--- config.mk ---
export PLATFORM = sky130hd
export DESIGN_NAME = pt_array
export DESIGN_NICKNAME = d
export VERILOG_FILES = /design/src/rtl/pt_array.sv
export SDC_FILE = /design/constraint.sdc
export NUM_CORES = 2
export LEC_CHECK = 0
export BUFFER_PORTS_ARGS = -buffer_cell sky130_fd_sc_hd__clkbuf_2
export CORE_MARGIN = 5
export CORE_UTILIZATION = 60
export CTS_CLUSTER_SIZE = 10
export DETAILED_ROUTE_END_ITERATION = 8
export PLACE_DENSITY_LB_ADDON = 0.3
export SYNTH_ARGS = -nofsm -noshare
export SYNTH_HDL_FRONTEND = slang
export SYNTH_SLANG_ARGS = --single-unit
--- constraint.sdc ---
create_clock -name clk -period 3.75 [get_ports clk]
set_input_delay 0.375 -clock clk [delete_from_list [all_inputs] [get_ports clk]]
set_output_delay 0.375 -clock clk [all_outputs]
set_load 0.005 [all_outputs]
--- src/rtl/pt_array.sv ---
module pt_array #(
  parameter int N_OUT = 8,
  parameter int TERMS_PER_OUT = 8
) (
  input  logic                             clk,
  input  logic                             rst_n,
  input  logic                             ld_en,
  input  logic                             cfg_bit,
  input  logic [N_OUT-1:0]                 din,
  input  logic                             aux_a,
  input  logic                             aux_b,
  input  logic [N_OUT-1:0]                 fb,
  output logic [N_OUT*TERMS_PER_OUT-1:0]   pt_o,
  output logic [1:0]                       mode_o
);
  localparam int N_COL     = 4 * N_OUT;
  localparam int N_TERMS   = N_OUT * TERMS_PER_OUT;
  localparam int DIS_BASE  = N_TERMS * N_COL;
  localparam int MODE_BASE = DIS_BASE + N_TERMS;
  localparam int CFG_LEN   = MODE_BASE + 2;
  localparam logic [N_OUT-1:0] CENTRE = N_OUT'(2'b11) << (N_OUT/2 - 1);

  logic [CFG_LEN-1:0] cfg;
  logic [N_OUT-1:0]   s_reg, s_cpx, s_smp, slot;
  logic [N_COL-1:0]   cols;

  always_ff @(posedge clk or negedge rst_n)
    if (!rst_n)     cfg <= '1;
    else if (ld_en) cfg <= {cfg_bit, cfg[CFG_LEN-1:1]};

  assign mode_o = cfg[MODE_BASE +: 2];

  for (genvar i = 0; i < N_OUT; i++) begin : g_slot
    assign s_reg[i] = fb[i];
    if (i == 0) begin : g_first
      assign s_cpx[i] = aux_a;
      assign s_smp[i] = aux_a;
    end else if (i == N_OUT-1) begin : g_last
      assign s_cpx[i] = aux_b;
      assign s_smp[i] = aux_b;
    end else if (i < N_OUT/2) begin : g_low
      assign s_cpx[i] = fb[i];
      assign s_smp[i] = fb[i-1];
    end else begin : g_high
      assign s_cpx[i] = fb[i];
      assign s_smp[i] = fb[i+1];
    end
    assign cols[4*i +: 4] = {~slot[i], slot[i], ~din[i], din[i]};
  end

  assign slot = !mode_o[0] ? s_reg : (mode_o[1] ? s_cpx : s_smp);

  for (genvar t = 0; t < N_TERMS; t++) begin : g_term
    assign pt_o[t] = cfg[DIS_BASE + t] & (&(cols | cfg[t*N_COL +: N_COL]));

    assert_disabled_low_R5: assert property (@(posedge clk) disable iff (!rst_n)
      !cfg[DIS_BASE + t] |-> !pt_o[t]);
  end

  assert_cfg_hold_R2: assert property (@(posedge clk) disable iff (!rst_n)
    (!ld_en && $stable(din) && $stable(fb) && $stable(aux_a) && $stable(aux_b))
      |=> (!$stable(din) || !$stable(fb) || !$stable(aux_a) || !$stable(aux_b)
           || ($stable(pt_o) && $stable(mode_o))));

  assert_reg_aux_ignored_R7: assert property (@(posedge clk) disable iff (!rst_n)
    (!mode_o[0] && !ld_en)
      |=> (!$stable(din) || !$stable(fb) || $stable(pt_o)));

  assert_cpx_outer_ignored_R8: assert property (@(posedge clk) disable iff (!rst_n)
    (mode_o == 2'b11 && !ld_en)
      |=> (!$stable(din) || !$stable(aux_a) || !$stable(aux_b)
           || !$stable(fb[N_OUT-2:1]) || $stable(pt_o)));

  assert_smp_centre_ignored_R9: assert property (@(posedge clk) disable iff (!rst_n)
    (mode_o == 2'b01 && !ld_en)
      |=> (!$stable(din) || !$stable(aux_a) || !$stable(aux_b)
           || !$stable(fb & ~CENTRE) || $stable(pt_o)));
endmodule

* Yosys cells after proc, flatten, opt, wreduce, memory -nomap -nowiden
Cells that the tools add are included.
** Cells by class
- Reductions and logical operators :: 64
- Multiplexer cells :: 2
- Bitwise gates (word level) :: 144
** Operator list (count)
- $or 32x32->32 :: 64
- $reduce_and 32->1 :: 64
- $and 1x1->1 :: 64
- $not 1->1 :: 16
- $mux 8 :: 1
- $mux 7 :: 1
** Word-level totals
- Bits of input ports :: 22
- Logic and storage cells :: 211
- Register bits :: 2114

* Depth between registers and ports, before layout
- Word-level depth :: 6
- Depth in mapped cells :: 9

* Least setup slack after synthesis
Ideal clock, no wire load.
- Path type :: register to output
- From :: reg cfg[2113]
- To :: out pt_o[10]
- Cell stages (with the launch flop) :: 9
- Setup slack :: 1.079 ns
- Arrival :: 2.296 ns
- Cells stage by stage :: dfstp_2 -> nand2b_1 -> buf_6 -> mux2_2 -> buf_4 -> buf_2 -> mux2i_1 -> or4_1 -> nor4_2
** Between the ends
- Longest elaborated chain between the ends :: 6
** Ends and longest elaborated chain
- start: declaration :: line 23 : logic [CFG_LEN-1:0] cfg;
- start signal: assignment :: line 29 : else if (ld_en) cfg <= {cfg_bit, cfg[CFG_LEN-1:1]};
- $mux 7 (*) :: line 51 : assign slot = !mode_o[0] ? s_reg : (mode_o[1] ? s_cpx : s_smp);
- $mux 8 (*) :: line 51
- $not 1->1 :: line 48 : assign cols[4*i +: 4] = {~slot[i], slot[i], ~din[i], din[i]};
- $or 32x32->32 (*) :: line 54 : assign pt_o[t] = cfg[DIS_BASE + t] & (&(cols | cfg[t*N_COL +: N_COL]));
- $reduce_and 32->1 (*) :: line 54
- $and 1x1->1 (*) :: line 54
- end: declaration :: line 13 : output logic [N_OUT*TERMS_PER_OUT-1:0] pt_o,
Mark *: on every way between the ends. The rest lies on a longest branch, timed or not.

* Worst setup path in the final report
- From :: reg cfg[2113]
- To :: out pt_o[47]
Same word-level chain as after synthesis.

==> impl_metrics.json <==
{
  "seq_area_frac_synth_pct": 59.0,
  "p_leak_nw": 45.9,
  "syn2layout_area_growth_pct": 15.3,
  "rsz0062_at_grt": "yes",
  "worstSetupPathType": "reg2out",
  "syn-num-nets": 6110,
  "worst_hold_path_type": "in2reg",
  "h-tree-depth": 4,
  "path_max_fanout": 8,
  "min_period_over_period_pct": 108,
  "finClkSkew_ns": 0.0267,
  "place.gp.congestion": 0.788,
  "n_fill_cell": 10156,
  "timing.final.max_slew_violations": 0,
  "place.port_buffers": 87,
  "drive_above_1_share_pct": 79.6,
  "maxCapViolations": 0,
  "die_w_um": 406,
  "power_density_mw_per_mm2": 434,
  "cpPeakStageDelay_ns": 0.54,
  "internal_power_mw": 36.1,
  "fin_ws_ns": -0.288,
  "nNetsFinal": 6489,
  "status": "finished with violations",
  "comb_power_share_pct": 8.6,
  "cts_tree": "done",
  "grt_usage_pct": 25.6,
  "ff_latch_area_mm2": 0.0555,
  "hold_viol_final": 0,
  "final_design_area_no_fill_mm2": 0.108,
  "ys_types": 22,
  "antenna_found_initial": 2,
  "syn-mean-instance-area_um2": 15.5,
  "clkTransAtPathRegs_ns": 0.06,
  "num_vias": 51704,
  "wl_per_cell_um": 24.8,
  "cts_root_buf": "clkbuf_16",
  "die_h_um": 406,
  "end_kind": "primary output",
  "dieArea_mm2": 0.165,
  "finalSetupTns_ns": -10.63,
  "start_util_pct": 60.3,
  "cp.required_ns": 3.38,
  "first_pass_iters": 5,
  "numCtsBuffers": 232,
  "clock_path_buffers": 3,
  "top_register": "cfg",
  "grt_pass1_wl_mm": 330,
  "arrival_ns": 3.66,
  "switchingPower_mw": 11.0,
  "drtAntennaViolNets": 0,
  "critPathLaunchType": "register",
  "cts_sinks": 2114,
  "synthCells": 6088,
  "dr.first_iter.drc_count": 2969,
  "cpMaxStageDelayCell": "or4_1",
  "vias_per_cell": 6.04,
  "yosysTopAreaCell": "dfstp_2",
  "p_sw_share_pct": 23.3,
  "finalSetupViolCount": 59,
  "io_pins": 88,
  "worst_slew_pin_slew_ns": 0.838,
  "p_total_mw": 47.1,
  "clk_latency_ns": 0.84,
  "min_period_ns": 4.04,
  "synth_top_area_share_pct": 59.0,
  "relSlewSlack_pct": 44.1,
  "yosysWarningCount": 0,
  "p_clk_share_pct": 41.8,
  "place_ws_ns": 0.284,
  "whs_ns": 0.116,
  "largest_reg_flops": 2114,
  "power_frac_seq_pct": 49.6,
  "grt-ovfl-total": 0,
  "placed_area_mm2": 0.0983,
  "coreArea_mm2": 0.156,
  "drc": 0,
  "grt_max_degree": 145,
  "violations": "negative setup slack",
  "cp_cell_sequence": "nand2b_4 > buf_12 > mux2i_4 > buf_6 > bufbuf_16 > mux2i_1 > or4_1 > nor4_2 > buf_4 > clkbuf_2",
  "dp_hpwl_mm": 124,
  "routed_wl_mm": 213,
  "grt_pass1_vias": 55128,
  "reg_top3": "cfg x2114",
  "multi_input_area_mm2": 0.0381,
  "netlist_area_mm2": 0.0941,
  "ir_drop_uv": 492,
  "fmax_mhz": 248,
  "row_count": 145,
  "synthTopCellsByArea": "dfstp_2 (59%), mux2_2 (25%), mux2i_1 (9.5%), or4_1 (1.3%), clkbuf_1 (1.0%)",
  "synth-seq-cells": 2114
}
==> critical path, delay by kind of cell, from the launching register on <==
kind / cells / cell delay [ns]
flip-flops: 1 / 0.53
multiplexers: 2 / 0.39
AND/OR/NAND/NOR: 3 / 0.96
buffers and inverters: 5 / 0.93
==> cells by family (layout without fill, tap and decap cells) <==
family          after synthesis  count (layout)  share of synthesized area [%]
compound gates               79              79                          0.750
other cells                   0               1                              0
simple gates                521             521                           3.62
flops                      2114            2114                           59.0
mux                        3009            3011                           34.8
buf+inv                     365             782                           1.80
==> metal layers <==
layer | vias up | routed length, um | GRT usage, %
li1 | 23084 | - | -
met1 | 27569 | 97200 | 36.6
met2 | 755 | 103000 | 41.4
met3 | 296 | 8070 | 3.93
met4 | 0 | 4790 | 6.56
met5 | - | 0 | 0
==> repair_timing <==
item	CTS	global route
pin swaps	75	45
buffers inserted	100	76
endpoints found under the setup margin	64	64
hold buffers	2	0
endpoints found under the hold margin	76	0
resized for setup	209	171
cloned	19	5
==> power groups by stage <==
stage	Combinational, mW	Clock (mW)	Sequential, mW
3_5_place_dp	3.11	0	23.7
2_1_floorplan	1.65	0	23.6
6_report	4.06	19.7	23.3
4_1_cts	3.81	20.1	23.3
3_3_place_gp	3.08	0	23.6
5_1_grt	4.23	21.0	23.3
==> layout make-up <==
| type | count | area share [%] |
|---|---|---|
| flip-flops and latches | 2114 | 51.2 |
| well taps | 2058 | 2.37 |
| clock buffers | 262 | 5.56 |
| diodes | 1 | 0.00231 |
| clock inverters | 12 | 0.120 |
| repair buffers | 508 | 5.65 |
| multi-input cells | 3611 | 35.1 |
==> cells in the mapped netlist <==
| master | number |
|---|---|
| a2111oi_0 | 4 |
| nor2_1 | 98 |
| o2111ai_1 | 64 |
| nand2b_1 | 65 |
| buf_2 | 61 |
| nor3_1 | 5 |
| a221o_1 | 11 |
| nor4_2 | 49 |
| mux2_2 | 2119 |
| buf_1 | 8 |
| buf_4 | 26 |
| nor4_1 | 78 |
| or4_1 | 169 |
| and4_1 | 3 |
| clkbuf_1 | 256 |
| or3_1 | 1 |
| buf_12 | 5 |
| and3_1 | 1 |
| nand2_1 | 52 |
| mux2i_1 | 890 |
| buf_6 | 9 |
| dfstp_2 | 2114 |
==> stage by stage <==
stage	utilization, %	cells
2_1_floorplan	-	6088
3_3_place_gp	63.0	8096
3_5_place_dp	63.0	8096
4_1_cts	68.7	8489
5_1_grt	69.5	8565
6_report	69.5	8566
==> placed cells by master (no fill, tap or decap), types with 15 or more instances in the layout <==
cell          n
buf_12      123
buf_16       24
buf_2        44
buf_4       217
buf_6        55
clkbuf_1     23
clkbuf_16   240
clkbuf_2     21
dfstp_2    2114
mux2_2     2117
mux2i_1     864
nand2_1      50
nand2b_1     64
nor2_1       98
nor4_1       66
nor4_2       15
nor4_4       46
o2111ai_1    64
or4_1        79
or4_4        90
==> final timing paths <==
check,end,slack (ns),from,cells after the start
max,pt_o[47],-0.29,cfg[2113],10
max reg2reg,cfg[2112],2.81,cfg[2112],2
min in group asynchronous,cfg[90],0.52,rst_n,2
min,cfg[971],0.12,ld_en,2
max in group asynchronous,cfg[1033],2.28,rst_n,4
min reg2reg,cfg[1744],0.60,cfg[1745],1
No activity file was read; power rests on OpenSTA's default activity.
